File: src/rtl/xwb_pkg.sv
package xwb_pkg;
  localparam int OPT_EN_BIT  = 7;
  localparam int OPT_LE_BIT  = 1;
  localparam int OPT_INC_BIT = 0;

  typedef enum logic [1:0] {
    OFS_CTRL = 2'd0,
    OFS_AHI  = 2'd1,
    OFS_ALO  = 2'd2,
    OFS_DATA = 2'd3
  } win_ofs_e;
endpackage

File: src/rtl/xwb_regs.sv
module xwb_regs #(
  parameter int DW = 8,
  localparam int AW = 2 * DW
) (
  input  logic          clk,
  input  logic          rst_n,
  input  logic          wr_ctrl,
  input  logic          wr_hi,
  input  logic          wr_lo,
  input  logic          bump,
  input  logic [DW-1:0] wdata,
  output logic [DW-1:0] ctrl_q,
  output logic [AW-1:0] ptr_q
);
  import xwb_pkg::*;

  localparam logic [DW-1:0] CTRL_MASK =
    DW'((1 << OPT_EN_BIT) | (1 << OPT_LE_BIT) | (1 << OPT_INC_BIT));

  logic [DW-1:0] ctrl_d;
  logic [AW-1:0] ptr_d;
  logic          ctrl_ce, ptr_ce;

  always_comb begin
    ctrl_d  = ctrl_q;
    ptr_d   = ptr_q;
    ctrl_ce = wr_ctrl;
    ptr_ce  = wr_hi | wr_lo | bump;
    if (wr_ctrl) ctrl_d = wdata & CTRL_MASK;
    if (wr_hi)   ptr_d[AW-1:DW] = wdata;
    if (wr_lo)   ptr_d[DW-1:0]  = wdata;
    if (bump)    ptr_d = ptr_q + AW'(1);
  end

  always_ff @(posedge clk or negedge rst_n) begin
    if (!rst_n) begin
      ctrl_q <= '0;
      ptr_q  <= '0;
    end else begin
      if (ctrl_ce) ctrl_q <= ctrl_d;
      if (ptr_ce)  ptr_q  <= ptr_d;
    end
  end
endmodule

File: src/rtl/xwb_rdpath.sv
module xwb_rdpath #(
  parameter int DW = 8
) (
  input  logic          clk,
  input  logic          rst_n,
  input  logic          rd_req,
  input  logic          rd_is_mem,
  input  logic [DW-1:0] reg_val,
  input  logic [DW-1:0] mem_rdata,
  output logic [DW-1:0] host_rdata,
  output logic          host_rvalid
);
  logic          vld_q, vld_d;
  logic          from_mem_q, from_mem_d;
  logic [DW-1:0] hold_q, hold_d;

  always_comb begin
    vld_d      = rd_req;
    from_mem_d = from_mem_q;
    hold_d     = hold_q;
    if (rd_req) begin
      from_mem_d = rd_is_mem;
      hold_d     = reg_val;
    end
  end

  always_ff @(posedge clk or negedge rst_n) begin
    if (!rst_n) begin
      vld_q      <= 1'b0;
      from_mem_q <= 1'b0;
      hold_q     <= '0;
    end else begin
      vld_q <= vld_d;
      if (rd_req) begin
        from_mem_q <= from_mem_d;
        hold_q     <= hold_d;
      end
    end
  end

  assign host_rvalid = vld_q;
  assign host_rdata  = from_mem_q ? mem_rdata : hold_q;
endmodule

File: src/rtl/xwb_bridge.sv
module xwb_bridge #(
  parameter int DW = 8,
  localparam int AW = 2 * DW
) (
  input  logic          clk,
  input  logic          rst_n,
  input  logic          host_sel,
  input  logic          host_wr,
  input  logic [1:0]    host_ofs,
  input  logic [DW-1:0] host_wdata,
  output logic [DW-1:0] host_rdata,
  output logic          host_rvalid,
  output logic          le_mode,
  output logic          mem_en,
  output logic          mem_we,
  output logic [AW-1:0] mem_addr,
  output logic [DW-1:0] mem_wdata,
  input  logic [DW-1:0] mem_rdata
);
  import xwb_pkg::*;

  logic [1:0]    rsync_q;
  logic          rst_q_n;
  logic [DW-1:0] ctrl_q;
  logic [AW-1:0] ptr_q;
  logic [DW-1:0] reg_val;
  logic          data_hit, data_go;
  win_ofs_e      ofs;

  always_ff @(posedge clk or negedge rst_n) begin
    if (!rst_n) rsync_q <= 2'b00;
    else        rsync_q <= {rsync_q[0], 1'b1};
  end
  assign rst_q_n = rsync_q[1];

  assign ofs      = win_ofs_e'(host_ofs);
  assign data_hit = host_sel && (ofs == OFS_DATA);
  assign data_go  = data_hit && ctrl_q[OPT_EN_BIT];

  always_comb begin
    case (ofs)
      OFS_CTRL: reg_val = ctrl_q;
      OFS_AHI:  reg_val = ptr_q[AW-1:DW];
      OFS_ALO:  reg_val = ptr_q[DW-1:0];
      default:  reg_val = '0;
    endcase
  end

  xwb_regs #(.DW(DW)) u_regs (
    .clk     (clk),
    .rst_n   (rst_q_n),
    .wr_ctrl (host_sel && host_wr && (ofs == OFS_CTRL)),
    .wr_hi   (host_sel && host_wr && (ofs == OFS_AHI)),
    .wr_lo   (host_sel && host_wr && (ofs == OFS_ALO)),
    .bump    (data_go && ctrl_q[OPT_INC_BIT]),
    .wdata   (host_wdata),
    .ctrl_q  (ctrl_q),
    .ptr_q   (ptr_q)
  );

  xwb_rdpath #(.DW(DW)) u_rd (
    .clk         (clk),
    .rst_n       (rst_q_n),
    .rd_req      (host_sel && !host_wr),
    .rd_is_mem   (data_go),
    .reg_val     (reg_val),
    .mem_rdata   (mem_rdata),
    .host_rdata  (host_rdata),
    .host_rvalid (host_rvalid)
  );

  assign le_mode   = ctrl_q[OPT_LE_BIT];
  assign mem_en    = data_go;
  assign mem_we    = data_go && host_wr;
  assign mem_addr  = ptr_q;
  assign mem_wdata = host_wdata;
endmodule

File: config.mk
export PLATFORM = sky130hd
export DESIGN_NAME = xwb_bridge
export DESIGN_NICKNAME = d
export VERILOG_FILES = /design/src/rtl/xwb_pkg.sv /design/src/rtl/xwb_regs.sv /design/src/rtl/xwb_rdpath.sv /design/src/rtl/xwb_bridge.sv
export SDC_FILE = /design/constraint.sdc
export NUM_CORES = 1
export LEC_CHECK = 0
export BUFFER_PORTS_ARGS = -buffer_cell sky130_fd_sc_hd__buf_2
export CORE_MARGIN = 2
export CORE_UTILIZATION = 30
export CTS_BUF_LIST = sky130_fd_sc_hd__clkbuf_4 sky130_fd_sc_hd__clkbuf_8
export DETAILED_ROUTE_END_ITERATION = 16
export MAX_ROUTING_LAYER = met4
export SETUP_SLACK_MARGIN = 0.05
export SYNTH_ARGS = -nofsm -noshare
export SYNTH_HDL_FRONTEND = slang
export SYNTH_SLANG_ARGS = --single-unit
File: constraint.sdc
create_clock -name clk -period 1.2 [get_ports clk]
set_input_delay 0.24 -clock clk [delete_from_list [all_inputs] [get_ports clk]]
set_output_delay 0.24 -clock clk [all_outputs]
set_load 0.01 [all_outputs]
# ---- Word level (Yosys, flattened, before mapping)
# Cells that the tools add are included.
dict set report totals {
  output_inout_bits 36
  inputBits 22
  wordCells 33
  register_bits 31
}
dict set report op_classes {
  reduce_logical 15
  muxes 5
  bitwise_logic 2
  addsub 1
  eq_ne 3
}
# operator n
set ops {}
lappend ops {{$mux W8} 3}
lappend ops {{$pmux W8 S3} 1}
lappend ops {{$add A16 B1 Y16 const B} 1}
lappend ops {{$mux W16} 1}
lappend ops {{$logic_and A1 B1 Y1} 9}
lappend ops {{$eq A2 B2 Y1 const B} 2}
lappend ops {{$reduce_and A2 Y1} 2}
lappend ops {{$reduce_bool A2 Y1} 2}
lappend ops {{$eq A2 B1 Y1 const B} 1}
lappend ops {{$logic_not A2 Y1} 1}
lappend ops {{$or A1 B1 Y1} 2}
lappend ops {{$logic_not A1 Y1} 1}

# ---- Logic depth before layout (Yosys ltp)
dict set report logic_depth {
  ltp_word 6
  ltp_mapped 6
  ltp_nobuf 5
}

# ---- Cells and area by module
# From an unflattened synthesis, not the netlist that was laid out.
dict set report hier_totals {
  hier_cells 195
  hier_area_um2 2063.2
}
# mod area_per_inst_um2 cells_per_inst n_inst
set by_module_without_submodules {}
lappend by_module_without_submodules {xwb_regs 1193.6 127 1}
lappend by_module_without_submodules {xwb_rdpath 528.0 29 1}
lappend by_module_without_submodules {xwb_bridge 341.6 39 1}

# ---- Worst setup path after synthesis
# OpenSTA, ideal clock, no wires.
dict set report synth_timing {
  path_kind {register to register}
  from {register u_regs.ptr_q[2]}
  to {register u_regs.ptr_q[15]}
  synth_period_minus_slack_ps 1504
  t_arrival_ps 1378
  required_time_ps 1074
  stages_incl_launch_ff 6
  path_slack_ps -304
  setup_time_ps 126
  path_cell_list {dfrtp_1 -> buf_2 -> nand4_4 -> nor3_4 -> a41oi_1 -> a311o_1}
}
dict set report synth_between {
  elab_chain_len 2
}
# element line
set synth_lines {}
lappend synth_lines {{start: declaration} xwb_regs.sv:13} ;# output logic [AW-1:0] ptr_q
lappend synth_lines {{start signal: assignment} xwb_regs.sv:41} ;# if (ptr_ce) ptr_q <= ptr_d;
lappend synth_lines {{$add A16 B1 Y16} xwb_regs.sv:32} ;# if (bump) ptr_d = ptr_q + AW'(1);
lappend synth_lines {{$mux W16} xwb_regs.sv:32}
# No other way between the ends.
# A chain may end at the register's enable or synchronous reset.

# ---- Final worst setup path
dict set report layout_timing {
  from {register u_regs.ptr_q[5]}
  to {register u_regs.ptr_q[10]}
}
# The elaborated chain is that of the path after synthesis.

==> impl_metrics.py <==
metrics = {
    "final_layout": {
        "antenna_cells": 0,
        "drive_gt1_share_pct": 62.7,
        "syn_to_final_growth_pct": 86.5,
        "fin_util_pct": 58.5,
        "final_cells": 410,
        "final_nets": 357,
    },
    "placement": {
        "place_inst": 368,
        "place_congestion": 0.849,
        "post-place-ws_ns": -0.302,
        "hpwl_microns": 4410,
        "port_buffers": 57,
    },
    "yosys": {
        "synthCells": 201,
        "yosysWarnings": 0,
        "synth-seq-cells": 31,
        "synth.avg_cell_area_sq_um": 9.29,
        "synth_top_cell_by_area": "dfrtp_1",
        "ys_top_cells_by_area": "dfrtp_1 42%, mux2_2 6.0%, buf_4 4.0%, nor2_1 4.0%, nand2_1 3.6%",
        "synth_edf_count": 0,
        "ys.flop_type": "dfrtp_1",
        "synth_cell_types": 48,
        "yosysMostFrequentCell": "dfrtp_1",
        "ys_seq_area_share_pct": 41.6,
        "yosysTopAreaCellShare_pct": 41.6,
        "yosys-top-cells-count": "31 x dfrtp_1, 20 x nor2_1, 18 x nand2_1, 12 x o21ai_0",
        "synth_nets": 224,
        "async_flop_share_pct": 100,
        "syn-cell-area_sq_um": 1870,
    },
    "timing": {
        "setup_tns_ns": -6.09,
        "rsz0062_at_grt": "true",
        "finalHoldViolCount": 0,
        "clock.fmax_mhz": 653,
        "finClkSkew_ns": 0.00579,
        "finalSetupViolCount": 37,
        "timing.final.max_slew_violations": 0,
        "layout_setup_ws_ns": -0.331,
        "layout_worst_path_cycle_share_pct": 128,
        "post-route-min-period_ns": 1.53,
    },
    "grt": {
        "use_met1_pct": 23.4,
        "grt_max_degree": 30,
        "grt_util_met3_pct": 4.57,
        "grt_pass1_vias": 2145,
        "antenna_found_initial": 0,
        "grt_util_all_layers_pct": 20.0,
        "use_met2_pct": 33.8,
        "grt-busiest-layer": "met2",
        "grt_pass1_wl_microns": 10800,
        "grt_overflow": 0,
    },
    "critical_path": {
        "required_ns": 1.41,
        "timing.critical_path.slowest_stage_cell": "dfrtp_1",
        "worstPathArrival_ns": 1.74,
        "cpPeakStageDelay_ns": 0.42,
        "path_cells": "nand4_4 > buf_6 > nor4_4 > nand3_1 > a211oi_2",
        "path_max_fanout": 3,
        "startpoint_type": "flop",
        "path_class": "reg -> reg",
        "path_depth": 5,
        "cp.buffers_inverters": 1,
        "endpoint_kind": "flop",
        "cp_top_family": "simple AND/OR/NAND/NOR gates",
        "reg2reg_depth": 5,
    },
    "outcome": {
        "status": "complete, but fails checks",
        "violations": "negative setup slack",
    },
    "clock_network": {
        "h-tree-depth": 2,
        "numCtsBuffers": 5,
        "clkTransAtPathRegs_ns": 0.07,
        "cts.path.max_buffers": 2,
        "clk-insertion-delay-late_ns": 0.29,
        "cts_tree": "done",
        "ctsRootBufferMaster": "clkbuf_8",
        "cts_num_sinks": 31,
    },
    "route": {
        "wl_microns": 7200,
        "drtIter0Drc": 113,
        "via_count": 2130,
        "wl_per_cell_microns": 17.6,
        "viasPerCell": 5.20,
        "ant_nets": 0,
        "dr.pass1.iters": 4,
        "drc": 0,
    },
    "floorplanning": {
        "row_count": 28,
        "core-area_sq_um": 5960,
        "start_util_pct": 31.3,
        "die_w_microns": 82.9,
        "die_y_microns": 82.9,
        "die-area_sq_um": 6870,
        "io_pins": 58,
    },
    "power_and_ir_drop": {
        "power.density_nw_per_um2": 1470,
        "peakVddDrop_mv": 0.804,
        "leakage_nw": 1.59,
    },
    "worst_hold_path": {
        "holdPathStages": 2,
        "min_path_type": "in -> reg",
    },
    "job": {
        "maxCapViolations": 0,
    },
}
-- report_power, final --
group          switching, mW  leakage (nW)  internal, mW
Sequential             0.237         0.365          1.27
Clock                  0.426        0.0477         0.397
Combinational           1.25          1.18          1.54
-- metal layers --
metal / up-vias / part of all wire, %
li1: 994 / -
met1: 1026 / 38
met2: 83 / 53
met3: 27 / 4.4
met4: 0 / 4.0
met5: - / 0
-- layout make-up --
class / count / area, sq um
Multi-Input combinational cell: 146 / 1230
Sequential cell: 31 / 781
Inverter: 9 / 38.8
Clock inverter: 3 / 15.0
Clock buffer: 5 / 68.8
Tap cell: 75 / 93.8
Fill cell: 512 / 2470
Timing Repair Buffer: 141 / 1250
-- layout by cell type (no fill, tap or decap), types with 4 or more instances in the layout --
cell type and n:
a22oi_1 6, nand2_1 17, buf_2 32, a21oi_1 4, mux2_2 6, dfrtp_2 4, o21ai_0 7, a211oi_2 4
mux2_4 4, nand3_1 6, buf_4 43, dfrtp_1 27, clkbuf_8 5, buf_6 61, and4_1 4, o21ai_1 5
inv_1 6, nor2_1 17
-- per-stage QoR --
step | instance area, sq um | total power, mW | hold slack [ns]
after detailed placement | 2560 | 3.13 | 0.0279
after CTS | 3280 | 4.69 | 0.186
after global routing | 3480 | 5.37 | 0.193
after global placement | 2560 | 3.10 | 0.0251
final | 3480 | 5.12 | 0.187
after floorplan | 1910 | 2.27 | -0.0556
-- flip-flops by register name (all words and copies together), names as in the netlist --
signal,count
rsync_q,2
u_rd.from_mem_q,1
u_rd.hold_q,8
u_rd.host_rvalid,1
u_regs.ctrl_q,3
u_regs.ptr_q,16
-- cells by family after synthesis --
group / Yosys count / share of synthesized area, %
DFF: 31 / 41.6
and+or+nand+nor: 78 / 23.9
adders and majority gates: 1 / 0.670
other: 1 / 0.201
AOI/OAI and AO/OA: 51 / 18.4
buffers and inverters: 25 / 7.17
muxes: 14 / 8.18
-- worst paths after layout --
path / from / end / slack [ns]
worst max register to register: u_regs.ptr_q[5]$_DFFE_PN0P_ / u_regs.ptr_q[10]$_DFFE_PN0P_ / -0.33
max in group asynchronous: rsync_q[1]$_DFF_PN0_ / u_regs.ptr_q[1]$_DFFE_PN0P_ / 0.63
worst min register to register: rsync_q[1]$_DFF_PN0_ / u_rd.host_rvalid$_DFF_PN0_ / 0.26
worst min-delay path: host_wr / u_rd.from_mem_q$_DFFE_PN0P_ / 0.19
worst max-delay path: u_regs.ptr_q[5]$_DFFE_PN0P_ / u_regs.ptr_q[10]$_DFFE_PN0P_ / -0.33
min in group asynchronous: rst_n / rsync_q[0]$_DFF_PN0_ / 0.26
-- timing repair --
action,in CTS,in global routing
buffers inserted,25,14
gates resized for setup,84,41
endpoints found under the setup margin,41,49
hold buffers,1,0
gates cloned,1,0
pin swaps,18,18
endpoints found under the hold margin,2,0
No activity file was read; power rests on OpenSTA's default activity.
